**src/rtl/pg_pkg.sv**
```systemverilog
package pg_pkg;
  localparam int unsigned DW_BITS = 32;
  localparam int unsigned HDR_DW  = 2;
  localparam logic [31:0] LFSR_SEED = 32'h0000_0001;

  typedef enum logic [2:0] {
    PATT_INC  = 3'b000,
    PATT_DEC  = 3'b001,
    PATT_ZERO = 3'b010,
    PATT_ONE  = 3'b011,
    PATT_LFSR = 3'b100
  } patt_e;

  // x^31 + x^21 + x + 1
  function automatic logic [31:0] lfsr_step(input logic [31:0] s);
    return {s[30:0], s[30] ^ s[20] ^ s[0]};
  endfunction
endpackage

```
**src/rtl/pg_pattern.sv**
```systemverilog
module pg_pattern
  import pg_pkg::*;
#(
  parameter int unsigned LANES  = 4,
  parameter int unsigned CNT_W  = 53,
  parameter int unsigned BLK_LG = 5,
  localparam int unsigned DATA_W  = LANES * DW_BITS,
  localparam int unsigned LANE_LG = $clog2(LANES)
) (
  input  logic              clk_i,
  input  logic              rst_ni,
  input  logic              clear_i,
  input  logic              advance_i,
  input  logic [2:0]        patt_i,
  output logic [CNT_W-1:0]  beat_cnt_o,
  output logic [DATA_W-1:0] data_o
);
  logic [CNT_W-1:0]  beat_cnt_q;
  logic [31:0]       lfsr_q;
  logic [31:0]       chain [LANES+1];
  logic [31:0]       dw_base;
  logic [DATA_W-1:0] hdr;
  logic              sof, hdr_mode;

  assign chain[0] = lfsr_q;
  for (genvar k = 0; k < LANES; k++) begin : g_step
    assign chain[k+1] = lfsr_step(chain[k]);
  end

  assign dw_base  = {beat_cnt_q[31-LANE_LG:0], LANE_LG'(0)};
  assign hdr      = DATA_W'(beat_cnt_q >> BLK_LG);
  assign sof      = (beat_cnt_q[BLK_LG-1:0] == '0);
  assign hdr_mode = (patt_i == PATT_INC) || (patt_i == PATT_DEC) || (patt_i == PATT_LFSR);

  for (genvar k = 0; k < LANES; k++) begin : g_lane
    logic [31:0] inc_w, pat_w;
    assign inc_w = dw_base + 32'(k);
    always_comb begin
      case (patt_i)
        PATT_INC:  pat_w = inc_w;
        PATT_DEC:  pat_w = ~inc_w;
        PATT_ONE:  pat_w = '1;
        PATT_LFSR: pat_w = chain[k];
        default:   pat_w = '0;
      endcase
      if ((k < HDR_DW) && sof && hdr_mode) pat_w = hdr[k*DW_BITS +: DW_BITS];
    end
    assign data_o[k*DW_BITS +: DW_BITS] = pat_w;
  end

  always_ff @(posedge clk_i or negedge rst_ni) begin
    if (!rst_ni) begin
      beat_cnt_q <= '0;
      lfsr_q     <= LFSR_SEED;
    end else if (clear_i) begin
      beat_cnt_q <= '0;
      lfsr_q     <= LFSR_SEED;
    end else if (advance_i) begin
      beat_cnt_q <= beat_cnt_q + CNT_W'(1);
      lfsr_q     <= chain[LANES];
    end
  end

  assign beat_cnt_o = beat_cnt_q;

  a_r11_count_step: assert property (@(posedge clk_i) disable iff (!rst_ni)
    (advance_i && !clear_i) |=> (beat_cnt_q == $past(beat_cnt_q) + CNT_W'(1)));
  a_r2_clear_count: assert property (@(posedge clk_i) disable iff (!rst_ni)
    clear_i |=> (beat_cnt_q == '0 && lfsr_q == LFSR_SEED));
endmodule

```
**src/rtl/pg_wr_ctrl.sv**
```systemverilog
module pg_wr_ctrl #(
  parameter int unsigned CNT_W = 53
) (
  input  logic             clk_i,
  input  logic             rst_ni,
  input  logic             clear_i,
  input  logic             start_i,
  input  logic             dir_rd_i,
  input  logic [CNT_W-1:0] total_i,
  input  logic             afull_i,
  input  logic [CNT_W-1:0] beat_cnt_i,
  output logic             wr_en_o,
  output logic             active_o
);
  logic active_q, last_beat;

  assign last_beat = (beat_cnt_i + CNT_W'(1) == total_i);
  assign wr_en_o   = active_q & ~afull_i;
  assign active_o  = active_q;

  always_ff @(posedge clk_i or negedge rst_ni) begin
    if (!rst_ni)                                            active_q <= 1'b0;
    else if (clear_i)                                       active_q <= 1'b0;
    else if (wr_en_o && last_beat)                          active_q <= 1'b0;
    else if (start_i && !dir_rd_i && beat_cnt_i < total_i)  active_q <= 1'b1;
  end

  a_r7_start_only: assert property (@(posedge clk_i) disable iff (!rst_ni)
    $rose(active_q) |-> $past(start_i));
  a_r8_stop_at_total: assert property (@(posedge clk_i) disable iff (!rst_ni)
    (wr_en_o && last_beat && !clear_i) |=> !active_q);
endmodule

```
**src/rtl/pg_rd_check.sv**
```systemverilog
module pg_rd_check #(
  parameter int unsigned CNT_W   = 53,
  parameter int unsigned DATA_W  = 128,
  parameter int unsigned BYTE_LG = 4,
  localparam int unsigned ADDR_W = CNT_W + BYTE_LG
) (
  input  logic              clk_i,
  input  logic              rst_ni,
  input  logic              clear_i,
  input  logic              dir_rd_i,
  input  logic              vfy_i,
  input  logic              empty_i,
  input  logic [DATA_W-1:0] rd_data_i,
  input  logic [DATA_W-1:0] exp_i,
  input  logic [CNT_W-1:0]  beat_cnt_i,
  output logic              rd_en_o,
  output logic              fail_o,
  output logic [DATA_W-1:0] fail_exp_o,
  output logic [DATA_W-1:0] fail_rd_o,
  output logic [ADDR_W-1:0] fail_addr_o
);
  logic              fail_q, mism;
  logic [DATA_W-1:0] exp_q, rd_q;
  logic [ADDR_W-1:0] addr_q;

  assign rd_en_o = dir_rd_i & ~empty_i;
  assign mism    = rd_en_o & vfy_i & (rd_data_i != exp_i);

  always_ff @(posedge clk_i or negedge rst_ni) begin
    if (!rst_ni) begin
      fail_q <= 1'b0; exp_q <= '0; rd_q <= '0; addr_q <= '0;
    end else if (clear_i) begin
      fail_q <= 1'b0; exp_q <= '0; rd_q <= '0; addr_q <= '0;
    end else if (mism && !fail_q) begin
      fail_q <= 1'b1;
      exp_q  <= exp_i;
      rd_q   <= rd_data_i;
      addr_q <= {beat_cnt_i, BYTE_LG'(0)};
    end
  end

  assign fail_o      = fail_q;
  assign fail_exp_o  = exp_q;
  assign fail_rd_o   = rd_q;
  assign fail_addr_o = addr_q;

  a_r10_fail_sticky: assert property (@(posedge clk_i) disable iff (!rst_ni)
    (fail_q && !clear_i) |=> fail_q);
  a_r10_capture_hold: assert property (@(posedge clk_i) disable iff (!rst_ni)
    (fail_q && !clear_i) |=> ($stable(addr_q) && $stable(rd_q) && $stable(exp_q)));
  a_r10_no_vfy_no_fail: assert property (@(posedge clk_i) disable iff (!rst_ni)
    (!fail_q && !vfy_i) |=> !fail_q);
endmodule

```
**src/rtl/stor_patt_gen.sv**
```systemverilog
module stor_patt_gen
  import pg_pkg::*;
#(
  parameter int unsigned LANES     = 4,
  parameter int unsigned BLK_W     = 48,
  parameter int unsigned BLK_BYTES = 512,
  localparam int unsigned DATA_W  = LANES * DW_BITS,
  localparam int unsigned BYTE_LG = $clog2(DATA_W / 8),
  localparam int unsigned BLK_LG  = $clog2(BLK_BYTES / (DATA_W / 8)),
  localparam int unsigned CNT_W   = BLK_W + BLK_LG,
  localparam int unsigned ADDR_W  = CNT_W + BYTE_LG
) (
  input  logic              clk_i,
  input  logic              rst_ni,
  input  logic              cfg_load_i,
  input  logic [BLK_W-1:0]  cfg_blocks_i,
  input  logic              cfg_dir_rd_i,
  input  logic              cfg_vfy_i,
  input  logic [2:0]        cfg_patt_i,
  input  logic              start_i,
  input  logic              wr_afull_i,
  output logic              wr_en_o,
  output logic [DATA_W-1:0] wr_data_o,
  input  logic              rd_empty_i,
  output logic              rd_en_o,
  input  logic [DATA_W-1:0] rd_data_i,
  output logic              wr_active_o,
  output logic              fail_o,
  output logic [DATA_W-1:0] fail_exp_o,
  output logic [DATA_W-1:0] fail_rd_o,
  output logic [ADDR_W-1:0] fail_addr_o,
  output logic [ADDR_W-1:0] cur_bytes_o
);
  logic [BLK_W-1:0]  blocks_q;
  logic              dir_rd_q, vfy_q;
  logic [2:0]        patt_q;
  logic [CNT_W-1:0]  beat_cnt, total;
  logic [DATA_W-1:0] patt_data;
  logic              advance;

  always_ff @(posedge clk_i or negedge rst_ni) begin
    if (!rst_ni) begin
      blocks_q <= '0; dir_rd_q <= 1'b0; vfy_q <= 1'b0; patt_q <= PATT_INC;
    end else if (cfg_load_i) begin
      blocks_q <= cfg_blocks_i;
      dir_rd_q <= cfg_dir_rd_i;
      vfy_q    <= cfg_vfy_i;
      patt_q   <= cfg_patt_i;
    end
  end

  assign total   = {blocks_q, BLK_LG'(0)};
  assign advance = wr_en_o | rd_en_o;

  pg_pattern #(.LANES(LANES), .CNT_W(CNT_W), .BLK_LG(BLK_LG)) i_pattern (
    .clk_i      (clk_i),
    .rst_ni     (rst_ni),
    .clear_i    (cfg_load_i),
    .advance_i  (advance),
    .patt_i     (patt_q),
    .beat_cnt_o (beat_cnt),
    .data_o     (patt_data)
  );

  pg_wr_ctrl #(.CNT_W(CNT_W)) i_wr_ctrl (
    .clk_i      (clk_i),
    .rst_ni     (rst_ni),
    .clear_i    (cfg_load_i),
    .start_i    (start_i),
    .dir_rd_i   (dir_rd_q),
    .total_i    (total),
    .afull_i    (wr_afull_i),
    .beat_cnt_i (beat_cnt),
    .wr_en_o    (wr_en_o),
    .active_o   (wr_active_o)
  );

  pg_rd_check #(.CNT_W(CNT_W), .DATA_W(DATA_W), .BYTE_LG(BYTE_LG)) i_rd_check (
    .clk_i       (clk_i),
    .rst_ni      (rst_ni),
    .clear_i     (cfg_load_i),
    .dir_rd_i    (dir_rd_q),
    .vfy_i       (vfy_q),
    .empty_i     (rd_empty_i),
    .rd_data_i   (rd_data_i),
    .exp_i       (patt_data),
    .beat_cnt_i  (beat_cnt),
    .rd_en_o     (rd_en_o),
    .fail_o      (fail_o),
    .fail_exp_o  (fail_exp_o),
    .fail_rd_o   (fail_rd_o),
    .fail_addr_o (fail_addr_o)
  );

  assign wr_data_o   = patt_data;
  assign cur_bytes_o = {beat_cnt, BYTE_LG'(0)};

  a_r9_dir_exclusive: assert property (@(posedge clk_i) disable iff (!rst_ni)
    !(wr_en_o && rd_en_o));
  a_r7_no_write_in_read: assert property (@(posedge clk_i) disable iff (!rst_ni)
    dir_rd_q |-> !wr_active_o);
endmodule

```
**config.mk**
```make
export PLATFORM = sky130hd
export DESIGN_NAME = stor_patt_gen
export DESIGN_NICKNAME = d
export VERILOG_FILES = /design/src/rtl/pg_pkg.sv /design/src/rtl/pg_pattern.sv /design/src/rtl/pg_wr_ctrl.sv /design/src/rtl/pg_rd_check.sv /design/src/rtl/stor_patt_gen.sv
export SDC_FILE = /design/constraint.sdc
export NUM_CORES = 1
export LEC_CHECK = 0
export BUFFER_PORTS_ARGS = -buffer_cell sky130_fd_sc_hd__clkbuf_2
export CORE_UTILIZATION = 40
export CTS_BUF_LIST = sky130_fd_sc_hd__clkbuf_2
export CTS_CLUSTER_SIZE = 25
export DETAILED_ROUTE_END_ITERATION = 16
export MAX_ROUTING_LAYER = met4
export PLACE_DENSITY = 0.63
export SLEW_MARGIN = 20
export SYNTH_ARGS = -nofsm -noshare
export SYNTH_HDL_FRONTEND = slang
export SYNTH_HIERARCHICAL = 1
export SYNTH_SLANG_ARGS = --single-unit
```
**constraint.sdc**
```tcl
create_clock -name clk_i -period 3.9 [get_ports clk_i]
set_input_delay 0 -clock clk_i [delete_from_list [all_inputs] [get_ports clk_i]]
set_output_delay 0 -clock clk_i [all_outputs]
set_load 0.005 [all_outputs]
```
# ---- Word level (Yosys, flattened, before mapping)
# Cells that the tools add are included.
dict set report totals {
  register_bits 453
  latchBits 0
  mem_bits_rw 0
  romBits 0
  inputBits 187
  out_inout_bits 502
  wordCells 75
  n_memories 0
}
dict set report classes {
  addsub 4
  n_mul 0
  div 0
  magnitude_cmp 1
  eq_ne 5
  n_shift 0
  mux 21
  bitwise_logic 19
  reduce_logical 14
}
# op count
set ops {}
lappend ops {{2-to-1 mux 128 bit} 4}
lappend ops {{case mux 32 bit (4 select lines)} 4}
lappend ops {{2-to-1 mux 32 bit} 4}
lappend ops {{inequality test 128 bit} 1}
lappend ops {{inverter 32 bit} 4}
lappend ops {{2-to-1 mux 57 bit} 2}
lappend ops {{2-to-1 mux 53 bit} 2}
lappend ops {{adder 32 x 2 -> 32 bit (second input constant)} 2}
lappend ops {{adder 53 x 1 -> 53 bit (second input constant)} 1}
lappend ops {{equality test 53 bit} 1}
lappend ops {{< comparator 53 bit} 1}
lappend ops {{adder 32 x 1 -> 32 bit (second input constant)} 1}
lappend ops {{bitwise XOR 1 bit} 8}
lappend ops {{logical AND 1 bit} 5}
lappend ops {{zero test 5 bit} 1}
lappend ops {{2-to-1 mux 1 bit} 5}
lappend ops {{AND 1 bit} 4}
lappend ops {{nonzero test 2 bit} 2}
lappend ops {{equality test 3 x 1 -> 1 bit (second input constant)} 1}
lappend ops {{equality test 3 x 2 -> 1 bit (second input constant)} 1}
lappend ops {{equality test 3 bit (second input constant)} 1}
lappend ops {{zero test 3 bit} 1}
lappend ops {{nonzero test 3 bit} 1}
lappend ops {{zero test 1 bit} 2}
lappend ops {{3 further kinds} 5}

# ---- Longest topological paths before layout
dict set report depth {
  word_depth 10
  ltp_mapped 17
  depth_no_buf 13
}

# ---- Modules after synthesis
# Netlist, hierarchy kept.
# mod instances cells_each area_each_um2 seq_area_each_um2
set by_module_without_submodules {}
lappend by_module_without_submodules {pg_rd_check 1 1520 16605.9 7757.4}
lappend by_module_without_submodules {pg_pattern 1 932 6919.1 2128.3}
lappend by_module_without_submodules {pg_wr_ctrl 1 482 3369.5 25.0}
lappend by_module_without_submodules {stor_patt_gen 1 118 2262.2 1326.3}

# ---- Least setup slack after synthesis
# No wires, ideal clock.
dict set report synth_timing {
  kind {flip-flop to flip-flop}
  start {register i_pattern.beat_cnt_q[0], in the netlist i_pattern/beat_cnt_o[0]}
  end {register i_rd_check.exp_q[105], in the netlist i_rd_check/fail_exp_o[105]}
  setup_ns 0.124
  arrival_ns 3.717
  t_required_ns 3.776
  slack_ns 0.059
  stages_incl_launch_ff 18
  n_path_buf 5
  period_less_slack_ns 3.841
  cell_sequence {dfrtp_1 -> inv_1 -> ha_1 -> or4b_1 -> clkbuf_1 -> a211oi_2 -> buf_2 -> a21oi_1 -> o21ai_1 -> xor2_1 -> nor4_1 -> nand4_1 -> nor4_1 -> a211oi_1 -> buf_2 -> buf_6 -> buf_6 -> mux2i_1}
}
dict set report synth_via {
  word_cells_on_any_way 21
  classes_between {add/sub (3); eq/ne (1); mux (8); bitwise (5); reduce/logical (4)}
}
# item line_no
set synth_lines {}
lappend synth_lines {{start: declaration} pg_pattern.sv:18} ;# logic [CNT_W-1:0] beat_cnt_q;
lappend synth_lines {{start signal: assignment} pg_pattern.sv:59} ;# beat_cnt_q <= beat_cnt_q + CNT_W'(1);
lappend synth_lines {{zero test 5 bit} pg_pattern.sv:32} ;# assign sof = (beat_cnt_q[BLK_LG-1:0] == '0);
lappend synth_lines {{logical AND 1 bit} pg_pattern.sv:46} ;# if ((k < HDR_DW) && sof && hdr_mode) pat_w = hdr[k*DW_BITS +: DW_BITS];
lappend synth_lines {{2-to-1 mux 32 bit} pg_pattern.sv:46}
lappend synth_lines {{via wr_data_o[31]} stor_patt_gen.sv:23} ;# output logic [DATA_W-1:0] wr_data_o,
lappend synth_lines {{inequality test 128 bit} pg_rd_check.sv:27} ;# assign mism = rd_en_o & vfy_i & (rd_data_i != exp_i);
lappend synth_lines {{AND 1 bit} pg_rd_check.sv:27}
lappend synth_lines {{logical AND 1 bit} pg_rd_check.sv:34} ;# end else if (mism && !fail_q) begin
lappend synth_lines {{nonzero test 2 bit (no source line)} n/a}
lappend synth_lines {{end signal: assignment} pg_rd_check.sv:36} ;# exp_q <= exp_i;
lappend synth_lines {{end: declaration} pg_rd_check.sv:23} ;# logic [DATA_W-1:0] exp_q, rd_q;
# The timed path passes the listed nets, and every way through them passes these cells. The select of a mux whose other input is x is not followed.
# A chain may end at the register's enable or synchronous reset.

# ---- Worst setup path after layout
dict set report layout_timing {
  start {register i_pattern.beat_cnt_q[1], in the netlist i_pattern/beat_cnt_o[1]}
  end {register i_rd_check.addr_q[33], in the netlist i_rd_check/fail_addr_o[33]}
}
dict set report layout_via {
  elab_chain_len 8
  word_cells_on_any_way 19
  classes_between {add/sub (3); eq/ne (1); mux (6); bitwise (5); reduce/logical (4)}
}
# item line_no
set layout_rtl {}
lappend layout_rtl {{adder 32 x 1 -> 32 bit} pg_pattern.sv:37} ;# assign inc_w = dw_base + 32'(k);
lappend layout_rtl {{inverter 32 bit} pg_pattern.sv:41} ;# PATT_DEC: pat_w = ~inc_w;
lappend layout_rtl {{case mux 32 bit (4 select lines)} pg_pattern.sv:39} ;# case (patt_i)
lappend layout_rtl {{2-to-1 mux 32 bit} pg_pattern.sv:46}
lappend layout_rtl {{inequality test 128 bit *} pg_rd_check.sv:27}
lappend layout_rtl {{AND 1 bit *} pg_rd_check.sv:27}
lappend layout_rtl {{logical AND 1 bit *} pg_rd_check.sv:34}
lappend layout_rtl {{nonzero test 2 bit (no source line) *} n/a}
lappend layout_rtl {{end signal: assignment} pg_rd_check.sv:38} ;# addr_q <= {beat_cnt_i, BYTE_LG'(0)};
lappend layout_rtl {{end: declaration} pg_rd_check.sv:24} ;# logic [ADDR_W-1:0] addr_q;
# Every way passes the cells marked *; elsewhere a longest branch is shown, timed or not.

==> key figures <==
Drt
  – Remaining DRCs: 0
  – 1st-iter DRT viols: about 3100
  – DR vias: slightly above 30000
  – Drt first pass iters: 6
  – Post-DR vias/cell: roughly 5.5
  – Per-cell routed wire length: between 20 and 25 µm
  – Final ANT Viol Nets: 0
  – DRT Wirelength: about 140 mm

Floorplanning
  – I/O Pins: 689
  – Initial core utilization: around two fifths
  – Core area: 71850 µm²
  – FP Rows: a little under 100
  – Die Y: 272.0 µm
  – Die area: 73980 µm²
  – Die Width: 272.0 µm

Setup path
  – Worst Path Max Fanout: 27
  – R2R depth: 16
  – CP Buf/Inv Count: 6
  – Reg-to-reg startpoint: i_pattern/beat_cnt_o[1]
  – Critical path's largest stage delay: 570 ps
  – WP data required: slightly below 5000 ps
  – Startpoint Class: flip-flop
  – WP depth: 16
  – CP Capture Type: flip-flop
  – Cell Chain, Critical Path: inv_2 -> ha_4 -> or4b_4 -> a211oi_4 -> buf_6 -> buf_4 -> a211o_1 -> xor2_1 -> nor4_1 -> nand4_1 -> nor4_2 -> buf_4 -> a211oi_4 -> buf_6 -> buf_16 -> mux2i_1
  – CP top delay family: simple AND/OR/NAND/NOR gates
  – CP arrival: between 5000 and 6000 ps
  – Critical Setup Path Class: flip-flop to flip-flop
  – Slowest cell on crit path: nor4_1
  – Crit. Startpoint: i_pattern/beat_cnt_o[1]

Timing
  – Final Hold Vio Count: 0
  – Setup TNS: -12760 ps
  – Setup WS post-layout: -166.6 ps
  – Worst slew margin: a little over a fifth
  – Final Cycle Share: 104.3%
  – FMAX: about 0.25 GHz
  – Max-slew violation count: 0
  – Unrepaired setup endpoints after global routing: true
  – Setup Viol. Count Final: around 220
  – Worst Tran Pin Value: between 1000 and 1500 ps
  – Skew final: 197.6 ps
  – Period minus WS final: around 4100 ps

Outcome
  – Status: finished, violations left
  – Failing checks: setup timing

Clock network
  – Clock-pin slew on the worst setup and hold paths: approximately 100 ps
  – CTS tree: done
  – Latest clock arrival within the worst-skew pair: around 1400 ps
  – CTS H-Tree Depth: 3
  – Total clock buffers created by CTS: 121
  – Root Driver: clkbuf_2
  – # clock sinks: ~450
  – Clk buf depth: 3

Synthesis
  – Yosys warns: 6
  – Syn Inst Count: between 3000 and 4000
  – Post-Syn Area: approximately 30000 µm²
  – Synth unique cells: 73
  – Post-synth EDFFs: 0
  – Sequential element share of the synthesized area: around two fifths
  – Yosys reg bits: 449
  – Mean Syn Cell Area: about 9.6 µm²
  – Synth Flop Type: dfrtp_1
  – Async set-reset flop share out of synthesis: 100.0%

Cells and area
  – Post-route cell area: roughly 43000 µm²
  – Syn-to-layout area delta: 48.48%
  – Highest-count cells in the layout ignoring fill and taps: clkbuf_2, nand2b_1, dlygate4sd3_1
  – Most common cell after layout, fill and taps aside: clkbuf_2
  – # fillers: 6064
  – Total Nets Final: 4788
  – Layout cells sized above 1: 30.76%

Pwr
  – Internal power: roughly 8 mW
  – Switching Power: ~4.7 mW
  – Comb pwr share: between 30% and 40%
  – PnR Total Power: around 13 mW
  – Lkg Pwr: around 20 nW
  – Worst vdd ir: ~190 µV
  – Pwr/cell area: 294.2 nW/µm²
  – Sequential Power Share: approximately 40%
  – Sw Share: around 37%
  – Clk pwr share: 27.7%

Min path
  – Hold path startpoint: rd_data_i[56]
  – WHS Path Cells: 5
  – Hold Crit Class: input port to flip-flop

Placement
  – GPL Wtd Cong: 1.008
  – Post-DP HPWL: 95.71 mm
  – IO Port Bufs: 680
  – Cell Area, Placed: ~36000 µm²

Global route
  – Largest net degree at the start of global routing: approximately 320
  – Vias in the first global route: between 20000 and 30000
  – Initial antenna violation count: 7
  – Total gr overflow: 0
  – First-pass GRT wire length: about 200 mm
  – Overall Global Routing Usage: 36.95%

Run
  – Max cap viols: 0
power groups by stage:
stage	Combinational, mW	Clock, mW	Sequential [mW]
5_1_grt	4.39	3.81	5.01
4_1_cts	3.95	3.54	4.98
3_3_place_gp	3.27	0	5.07
3_5_place_dp	3.28	0	5.07
6_report	4.22	3.52	5.00
2_1_floorplan	1.48	0	5.03
state kept, by name (all words and copies together) (netlist names):
name / count
patt_q: 3
i_rd_check/fail_o: 1
i_pattern/lfsr_q: 32
i_pattern/beat_cnt_o: 53
i_wr_ctrl/active_o: 1
i_rd_check/fail_addr_o: 53
i_rd_check/fail_exp_o: 128
vfy_q: 1
dir_rd_q: 1
i_rd_check/fail_rd_o: 128
blocks_q: 48
path summary, 6_finish.rpt:
kind                            slack (ps)                         end
worst max register to register        -170  i_rd_check/fail_addr_o[33]
max in group asynchronous             2430    i_rd_check/fail_rd_o[61]
worst min-delay path                   110    i_rd_check/fail_rd_o[56]
min in group asynchronous              460     i_pattern/beat_cnt_o[8]
worst min register to register         550   i_rd_check/fail_exp_o[17]
worst max-delay path                  -170  i_rd_check/fail_addr_o[33]
worst register-to-register path, stage by stage (launching register included):
cell and delay, ps:
dfrtp_1 400, inv_2 80, ha_4 130, or4b_4 480, a211oi_4 230, buf_6 150
buf_4 160, a211o_1 220, xor2_1 90, nor4_1 570, nand4_1 240, nor4_2 270
buf_4 170, a211oi_4 70, buf_6 200, buf_16 190, mux2i_1 230
cells in the mapped netlist (3+ instances only):
cell       number  share of area (%)
buf_6           6               0.23
o2111ai_1       3              0.090
nor4b_1         3              0.090
and4_1          4               0.12
dfrtp_1       448                 38
o21a_1          3              0.077
nand4_2         5               0.21
nand2b_1      621                 13
a21o_1         14               0.36
or3_1          24               0.51
buf_12          5               0.34
a31oi_1         4              0.086
buf_1          13               0.17
and2_1          6               0.13
a21oi_1       184                3.2
nand2_1        73               0.94
nor3_1         27               0.46
nor4_1         51                1.1
xnor2_1        77                2.3
nand4b_1        3              0.090
a211oi_1        6               0.15
nor2_1        157                2.0
or2_2          20               0.43
buf_4          10               0.26
o21ai_0       147                2.5
buf_2          48               0.82
clkbuf_1      133                1.7
mux2_4         50                2.6
a2111oi_0       3              0.090
nor4_2          7               0.30
o21ai_1        22               0.38
nor2b_1        10               0.21
nand4_1        47                1.0
inv_1          90                1.2
xor2_1        163                4.9
a211o_1        24               0.72
mux2i_1       375                 13
nand3_1        38               0.65
and3_1         16               0.34
mux2_2          5               0.19
ha_1           56                2.4
nor4_4          7               0.51
per-stage QoR:
step                cells  setup slack (ps)  util (%)  hold slack, ps
floorplan            3069             59.32         -          -295.6
global placement     4810            -548.7     49.50           133.9
CTS                  5567            -59.71     59.38           10.61
detailed placement   4810            -610.1     49.50           127.8
global route         5590            -231.9     60.25           106.2
finish               5591            -166.6     60.25           106.3
final cells by class:
| cell class | instances | area [µm²] | share of cell area [%] |
|---|---|---|---|
| clock inverters | 33 | 163.9 | 0.3786 |
| multi-input cells | 2315 | 17240 | 39.82 |
| flip-flops and latches | 449 | 11240 | 25.96 |
| clock buffers | 178 | 890.9 | 2.058 |
| well taps | 950 | 1189 | 2.746 |
| repair buffers | 1568 | 12210 | 28.20 |
| inverters | 90 | 337.8 | 0.7803 |
| diodes | 8 | 20.02 | 0.04624 |
logic make-up (layout without fill, tap and decap cells):
family | Yosys count | count (layout) | share of synthesized area [%]
flip-flops | 449 | 449 | 38.54
other | 2 | 27 | 0.02576
multiplexers | 431 | 431 | 15.68
buffers and inverters | 305 | 1869 | 4.695
AO/OA/AOI/OAI | 433 | 433 | 8.338
AND/OR/NAND/NOR | 1135 | 1135 | 23.03
adder cells (fa/ha/maj) | 56 | 56 | 2.403
XOR/XNOR | 241 | 241 | 7.291
routing by layer:
metal	vias up	global-route usage [%]	wire, µm
met5	-	-	0
met4	0	19.78	8456
met3	494	8.437	12900
met2	1750	55.10	61420
met1	14780	46.45	55450
li1	13460	-	-
what timing repair did:
action                                  CTS  global route
cloned                                    8            10
gates resized for setup                  83            67
buffers inserted                         12             6
endpoints found under the setup margin  310           309
endpoints found under the hold margin   898             0
hold buffers                            526             0
pin swaps                                15            23
No activity file was read; power rests on OpenSTA's default activity.
